<file path="config.mk">
export PLATFORM = sky130hd
export DESIGN_NAME = rmii_rx_serializer
export DESIGN_NICKNAME = d
export VERILOG_FILES = /design/src/rtl/rmii_rx_pkg.sv /design/src/rtl/rmii_rx_pace.sv /design/src/rtl/rmii_rx_seq.sv /design/src/rtl/rmii_rx_drive.sv /design/src/rtl/rmii_rx_serializer.sv
export SDC_FILE = /design/constraint.sdc
export NUM_CORES = 1
export LEC_CHECK = 0
export BUFFER_PORTS_ARGS = -buffer_cell sky130_fd_sc_hd__buf_2
export CAP_MARGIN = 20
export CORE_MARGIN = 2
export CORE_UTILIZATION = 55
export CTS_CLUSTER_DIAMETER = 80
export DETAILED_ROUTE_END_ITERATION = 8
export GPL_TIMING_DRIVEN = 1
export PLACE_DENSITY_LB_ADDON = 0.2
export SLEW_MARGIN = 20
export SYNTH_ARGS = -nofsm -noshare
export SYNTH_HDL_FRONTEND = slang
export SYNTH_SLANG_ARGS = --single-unit
</file>
<file path="constraint.sdc">
create_clock -name clk -period 3.3 [get_ports clk]
set_input_delay 0.66 -clock clk [delete_from_list [all_inputs] [get_ports clk]]
set_output_delay 0.66 -clock clk [all_outputs]
set_load 0.02 [all_outputs]
</file>
<file path="src/rtl/rmii_rx_pkg.sv">
// Shared types and line codes for the receive dibit serializer.
// Assumes a two-bit data path toward the MAC.
package rmii_rx_pkg;

    // Activity phases of the serializer
    typedef enum logic [2:0] {
        ST_IDLE = 3'd0,
        ST_WAIT = 3'd1,
        ST_PRE  = 3'd2,
        ST_DATA = 3'd3,
        ST_ERR  = 3'd4
    } rx_state_t;

    localparam logic [1:0] DIB_QUIET = 2'b00;
    localparam logic [1:0] DIB_PRE   = 2'b01;
    localparam logic [1:0] DIB_SFD   = 2'b11;
    localparam logic [1:0] DIB_ERR   = 2'b10;

endpackage

</file>
<file path="src/rtl/rmii_rx_pace.sv">
// Symbol pacing for the serializer.
// Latches the rate select while idle and produces an advance strobe:
// every cycle at 100 Mb/s, every STRETCH cycles at 10 Mb/s.
// Assumes the counter restarts at the first cycle of each activity.
module rmii_rx_pace #(
    parameter int STRETCH = 10
) (
    input  logic clk,
    input  logic rst_n,
    input  logic idle,
    input  logic speed_10,
    output logic slow_lat,
    output logic adv
);

    localparam int CW = (STRETCH > 1) ? $clog2(STRETCH) : 1;
    localparam logic [CW-1:0] LAST = CW'(STRETCH - 1);

    logic [CW-1:0] cnt;

    // Rate latch and stretch counter; both frozen outside their phase
    always_ff @(posedge clk) begin
        if (!rst_n) begin
            slow_lat <= 1'b0;
            cnt      <= '0;
        end else if (idle) begin
            slow_lat <= speed_10;
            cnt      <= '0;
        end else if (slow_lat) begin
            cnt <= (cnt == LAST) ? '0 : cnt + 1'b1;
        end
    end

    // Advance strobe: each slot ends on the last count at 10 Mb/s
    always_comb begin
        adv = !slow_lat || (cnt == LAST);
    end

endmodule

</file>
<file path="src/rtl/rmii_rx_seq.sv">
// Activity sequencer for the serializer.
// Walks idle -> wait -> preamble -> data, pops bytes from the stream,
// and diverts to the error phase on a flagged byte or a stream underrun.
// Assumes every change of phase except carrier loss falls on an advance strobe.
module rmii_rx_seq
    import rmii_rx_pkg::*;
#(
    parameter int DATA_W  = 8,
    parameter int PRE_LEN = 7
) (
    input  logic              clk,
    input  logic              rst_n,
    input  logic              adv,
    input  logic              carrier_in,
    input  logic              byte_valid,
    input  logic              byte_sop,
    input  logic              byte_eop,
    input  logic              byte_err,
    input  logic [DATA_W-1:0] byte_data,
    output logic              byte_pop,
    output rx_state_t         state,
    output logic              pre_last,
    output logic [DATA_W-1:0] hold,
    output logic [((DATA_W/2 > 1) ? $clog2(DATA_W/2) : 1)-1:0] lane
);

    localparam int LANES = DATA_W / 2;
    localparam int LW    = (LANES > 1) ? $clog2(LANES) : 1;
    localparam int PW    = $clog2(PRE_LEN + 1) + 1;
    localparam logic [LW-1:0] LAST_LANE = LW'(LANES - 1);
    localparam logic [PW-1:0] PRE_END   = PW'(PRE_LEN);

    logic [PW-1:0] pre_cnt;
    logic          last_q;
    logic          at_boundary;
    logic          take;

    // Byte boundary: last dibit of a held byte ends at this edge
    always_comb begin
        at_boundary = (state == ST_DATA) && adv && (lane == LAST_LANE);
    end

    // Pop decision: first byte while waiting, next byte at a boundary
    always_comb begin
        take = byte_valid && adv &&
               (((state == ST_WAIT) && carrier_in) ||
                (at_boundary && !last_q));
        byte_pop = take;
    end

    // Preamble end flag for the output decoder
    always_comb begin
        pre_last = (pre_cnt == PRE_END);
    end

    // Phase register with byte holding and slot counters
    always_ff @(posedge clk) begin
        if (!rst_n) begin
            state   <= ST_IDLE;
            pre_cnt <= '0;
            lane    <= '0;
            hold    <= '0;
            last_q  <= 1'b0;
        end else begin
            case (state)
                ST_IDLE: begin
                    if (carrier_in) begin
                        state <= ST_WAIT;
                    end
                end
                ST_WAIT: begin
                    if (!carrier_in) begin
                        state <= ST_IDLE;
                    end else if (take) begin
                        if (byte_err) begin
                            state <= ST_ERR;
                        end else if (byte_sop) begin
                            state   <= ST_PRE;
                            hold    <= byte_data;
                            last_q  <= byte_eop;
                            pre_cnt <= '0;
                        end
                    end
                end
                ST_PRE: begin
                    if (adv) begin
                        if (pre_last) begin
                            state <= ST_DATA;
                            lane  <= '0;
                        end else begin
                            pre_cnt <= pre_cnt + 1'b1;
                        end
                    end
                end
                ST_DATA: begin
                    if (at_boundary) begin
                        if (last_q) begin
                            state <= ST_IDLE;
                        end else if (take) begin
                            if (byte_err) begin
                                state <= ST_ERR;
                            end else begin
                                hold   <= byte_data;
                                last_q <= byte_eop;
                                lane   <= '0;
                            end
                        end else begin
                            state <= ST_ERR;
                        end
                    end else if (adv) begin
                        lane <= lane + 1'b1;
                    end
                end
                ST_ERR: begin
                    if (!carrier_in) begin
                        state <= ST_IDLE;
                    end
                end
                default: state <= ST_IDLE;
            endcase
        end
    end

endmodule

</file>
<file path="src/rtl/rmii_rx_drive.sv">
// Output decoder for the serializer.
// Maps the phase, preamble position and held byte onto crs_dv and rxd.
// Assumes the held byte is split into dibit lanes, lowest lane sent first.
module rmii_rx_drive
    import rmii_rx_pkg::*;
#(
    parameter int DATA_W = 8
) (
    input  rx_state_t         state,
    input  logic              pre_last,
    input  logic [DATA_W-1:0] hold,
    input  logic [((DATA_W/2 > 1) ? $clog2(DATA_W/2) : 1)-1:0] lane,
    output logic              crs_dv,
    output logic [1:0]        rxd
);

    localparam int LANES = DATA_W / 2;

    logic [1:0] lanes [LANES];

    // Split the held byte into dibit lanes
    for (genvar g = 0; g < LANES; g++) begin : g_lane
        assign lanes[g] = hold[2*g +: 2];
    end

    // Line decode: quiet, preamble, delimiter, data or error code
    always_comb begin
        crs_dv = (state != ST_IDLE);
        case (state)
            ST_PRE:  rxd = pre_last ? DIB_SFD : DIB_PRE;
            ST_DATA: rxd = lanes[lane];
            ST_ERR:  rxd = DIB_ERR;
            default: rxd = DIB_QUIET;
        endcase
    end

endmodule

</file>
<file path="src/rtl/rmii_rx_serializer.sv">
// Receive dibit serializer, top level.
// Converts a popped byte stream into crs_dv / rxd on the reference clock,
// with preamble insertion, in-band error code and 10 Mb/s stretching.
// Assumes the byte stream holds its flags stable while byte_valid is high.
module rmii_rx_serializer
    import rmii_rx_pkg::*;
#(
    parameter int DATA_W  = 8,
    parameter int PRE_LEN = 7,
    parameter int STRETCH = 10
) (
    input  logic              clk,
    input  logic              rst_n,
    input  logic              speed_10,
    input  logic              carrier_in,
    input  logic              byte_valid,
    input  logic              byte_sop,
    input  logic              byte_eop,
    input  logic              byte_err,
    input  logic [DATA_W-1:0] byte_data,
    output logic              byte_pop,
    output logic              crs_dv,
    output logic [1:0]        rxd
);

    localparam int LANES = DATA_W / 2;
    localparam int LW    = (LANES > 1) ? $clog2(LANES) : 1;

    rx_state_t         fsm_state;
    logic              speed_lat;
    logic              adv;
    logic              pre_last;
    logic [DATA_W-1:0] hold;
    logic [LW-1:0]     lane;
    logic              is_idle;

    // Idle indication for the pacing block
    always_comb begin
        is_idle = (fsm_state == ST_IDLE);
    end

    rmii_rx_pace #(.STRETCH(STRETCH)) u_pace (
        .clk      (clk),
        .rst_n    (rst_n),
        .idle     (is_idle),
        .speed_10 (speed_10),
        .slow_lat (speed_lat),
        .adv      (adv)
    );

    rmii_rx_seq #(.DATA_W(DATA_W), .PRE_LEN(PRE_LEN)) u_seq (
        .clk        (clk),
        .rst_n      (rst_n),
        .adv        (adv),
        .carrier_in (carrier_in),
        .byte_valid (byte_valid),
        .byte_sop   (byte_sop),
        .byte_eop   (byte_eop),
        .byte_err   (byte_err),
        .byte_data  (byte_data),
        .byte_pop   (byte_pop),
        .state      (fsm_state),
        .pre_last   (pre_last),
        .hold       (hold),
        .lane       (lane)
    );

    rmii_rx_drive #(.DATA_W(DATA_W)) u_drive (
        .state    (fsm_state),
        .pre_last (pre_last),
        .hold     (hold),
        .lane     (lane),
        .crs_dv   (crs_dv),
        .rxd      (rxd)
    );

endmodule

</file>
==> flow_metrics.py <==
metrics = {
    "status": {
        "outcome": "complete, no violations",
    },
    "grt": {
        "met3_usage": 0.0403,
        "maximum_number_of_pins_on_one_net_before_global_route_repair": 25,
        "grtUsageTotal": 0.231,
        "globalRoute.totalOverflow": 0,
        "number_of_global_route_vias_before_repair": 1113,
        "grt_first_pass_wirelength_mm": 5.06,
        "grt_antenna_before_repair": 0,
        "grtUsageMet1": 0.312,
        "global_route.usage.met2": 0.361,
        "busiest_layer_in_global_routing": "met2",
    },
    "setup_path": {
        "critical_path.max_stage_delay_ns": 0.62,
        "timing.critical_path.arrival_ns": 1.76,
        "worstPathMaxFanout": 14,
        "cpMaxStageDelayCell": "dfxtp_1",
        "critical_path.endpoint_type": "output port",
        "crit_path_start_kind": "register",
        "cp_cell_sequence": "and2b_1 > nand2_1 > a211oi_1 > buf_2",
        "timing_worst_setup_path_type": "register to output port",
        "crit_required_ns": 2.64,
    },
    "die": {
        "top_level_ports": 20,
        "core_ar_sq_mm": 0.00248,
        "die_area_sq_mm": 0.00303,
        "die-width_um": 55.0,
        "effective_utilization_at_floorplan": 0.578,
        "floorplan.die.height_um": 55.0,
        "num_rows": 18,
    },
    "cts": {
        "cts_post_setup_buffers_inserted": 0,
        "post_cts.resized_instances": 0,
        "inserted_clock_buffers": 3,
        "postCtsHoldBufs": 0,
        "ctsLongestPathBuffers": 2,
        "h-tree-depth": 1,
        "cts_sink_cnt": 23,
        "tritoncts": "built",
        "clkTransAtPathRegs_ns": 0.13,
        "clock_latency_ns": 0.31,
        "clockRootBuffer": "clkbuf_4",
    },
    "sta": {
        "slew_violations": 0,
        "timing.clock.skew_ns": 0.00833,
        "period_minus_slack_ns": 2.42,
        "rsz0062_at_grt": "false",
        "setup-tns-final_ns": 0,
        "hold_viol": 0,
        "tightest_slew_ns": 0.600,
        "setup_ws_ns": 0.883,
        "clock.fmax_ghz": 0.414,
        "slew-limit-headroom": 0.600,
        "fin_crit_sh": 0.733,
        "report.final.setup_viol": 0,
    },
    "route": {
        "post-route-drc-count": 0,
        "detailedRoute.firstPassIterationCount": 4,
        "ant_nets": 0,
        "initialDrtViolationCount": 29,
        "routed-via-count": 1274,
        "finalWirelength_mm": 2.97,
        "via_per_inst": 6.15,
        "routed_wire_length_per_instance_um": 14.3,
    },
    "logic_synthesis": {
        "ys_ff_latch": 23,
        "synth_ff_type": "dfxtp_1",
        "syn-mean-instance-area_sq_um": 8.78,
        "synthesis.yosys.warnings": 0,
        "netlist.area_leader.share": 0.322,
        "syn_inst": 163,
        "synth-async-reset-ratio": 0,
        "number_of_synthesized_flops_with_an_enable_pin": 0,
        "post_synth_main_area_contributors": "dfxtp_1 32%, mux2i_1 7.0%, nor2b_1 5.7%",
        "synth_cell_type_count": 52,
        "synth_common_cells": "23 x dfxtp_1, 15 x nand2_1, 13 x nor2b_1, 10 x mux2i_1, 9 x nand3_1",
        "synth_top_cell_by_area": "dfxtp_1",
        "synth_sequential_area_ratio": 0.322,
        "leading_cell_type_by_number_of_instances_after_synthesis": "dfxtp_1",
        "syn_area_sq_mm": 0.00143,
        "total_nets_after_synthesis": 181,
    },
    "placed_design": {
        "dpl_cell_area_sq_mm": 0.00150,
        "gp_congestion": 0.919,
        "post-place-ws_ns": 1.02,
        "buffer_ports.inserted": 19,
        "dp.final_hpwl_mm": 2.23,
    },
    "min_path": {
        "hp-class": "register to register",
    },
    "final_layout": {
        "final_design_area_no_fill_sq_mm": 0.00152,
        "post_route_cells_drive_above_1_share": 0.181,
        "antenna_cells": 0,
        "layout_area_growth_over_synthesis_pct": 6.38,
        "nNetsFinal": 196,
    },
    "pwr": {
        "power.density_cell_area_mw_per_mm2": 464,
        "static-leakage-power_nw": 0.610,
        "power.net_switching_mw": 0.267,
        "p_seq_frac": 0.489,
        "clock_power_share": 0.181,
        "sw_frac_of_total": 0.379,
        "comb_power_share": 0.330,
        "worst_ir_drop_vdd_mv": 0.341,
        "power_report.internal_total_mw": 0.439,
    },
    "job": {
        "maxCapViolCount": 0,
    },
}
==> flip-flops by register name, indices dropped and copies added (netlist names) <==
register,flops
u_seq.last_q,1
u_seq.lane,2
u_seq.hold,8
u_pace.slow_lat,1
u_seq.state,3
u_seq.pre_cnt,4
u_pace.cnt,4
==> worst paths after layout <==
check / from / end / slack [ns] / cells after the start
worst min-delay path: u_seq.pre_cnt[1]$_SDFFE_PN0P_ / u_seq.pre_cnt[1]$_SDFFE_PN0P_ / 0.49 / 2
worst max register to register: u_seq.state[1]$_SDFFE_PN0P_ / u_seq.pre_cnt[2]$_SDFFE_PN0P_ / 1.07 / 5
worst max-delay path: u_seq.state[0]$_SDFFE_PN0P_ / byte_pop / 0.88 / 4
worst min register to register: u_seq.pre_cnt[1]$_SDFFE_PN0P_ / u_seq.pre_cnt[1]$_SDFFE_PN0P_ / 0.49 / 2
==> placed cells by master (no fill, tap or decap), types with 3 or more instances in the layout <==
cell type	Yosys	routed
mux2i_1	10	10
inv_1	4	4
a21boi_1	3	3
nor2_1	8	8
nor2b_1	13	13
o21ai_0	6	6
dfxtp_1	23	23
nor3_1	4	4
nand3_1	9	9
nand2_1	15	15
buf_2	1	19
or3_1	4	4
clkbuf_4	0	3
a21oi_1	5	5
==> worst max-delay path, delay by kind of cell (launching register included) <==
family / cells / cell delay (ns)
buf+inv: 1 / 0.20
flops: 1 / 0.62
simple gates: 2 / 0.42
compound gates: 1 / 0.21
==> stage by stage <==
stage	util	cells	hold WS [ns]	power [mW]
after CTS	0.615	207	0.487	0.710
after detailed placement	0.604	203	0.469	0.581
final	0.615	207	0.487	0.706
after global routing	0.615	207	0.516	0.757
after global placement	0.604	203	0.463	0.575
after floorplan	-	163	0.448	0.545
==> power by group through the flow <==
stage	clock network (mW)	logic [mW]	registers (mW)
2_1_floorplan	0	0.229	0.316
3_3_place_gp	0	0.226	0.348
3_5_place_dp	0	0.230	0.351
4_1_cts	0.134	0.231	0.344
5_1_grt	0.149	0.256	0.353
6_report	0.128	0.233	0.345
==> kinds of logic (layout without fill, tap and decap cells) <==
group / after synthesis / after routing / share of synthesized area
flip-flops: 23 / 23 / 0.322
multiplexers: 12 / 12 / 0.101
AO/OA/AOI/OAI: 37 / 37 / 0.192
adder cells (fa/ha/maj): 2 / 2 / 0.0175
AND/OR/NAND/NOR: 73 / 73 / 0.290
XOR/XNOR: 3 / 3 / 0.0184
buffers and inverters: 13 / 27 / 0.0586
==> cell type report <==
cell class | instances | area, sq um
clock buffer | 3 | 22.5
tap | 30 | 37.5
multi-input combinational | 127 | 887
inverter | 4 | 15.0
clock inverter | 1 | 5.00
fill | 232 | 955
sequential | 23 | 460
timing repair buffer | 19 | 95.1
==> layer usage <==
metal / up-vias / wire [um]
li1: 632 / -
met1: 600 / 1400
met2: 31 / 1390
met3: 11 / 102
met4: 0 / 72
met5: - / 0
Power figures use the tool's default switching activity.
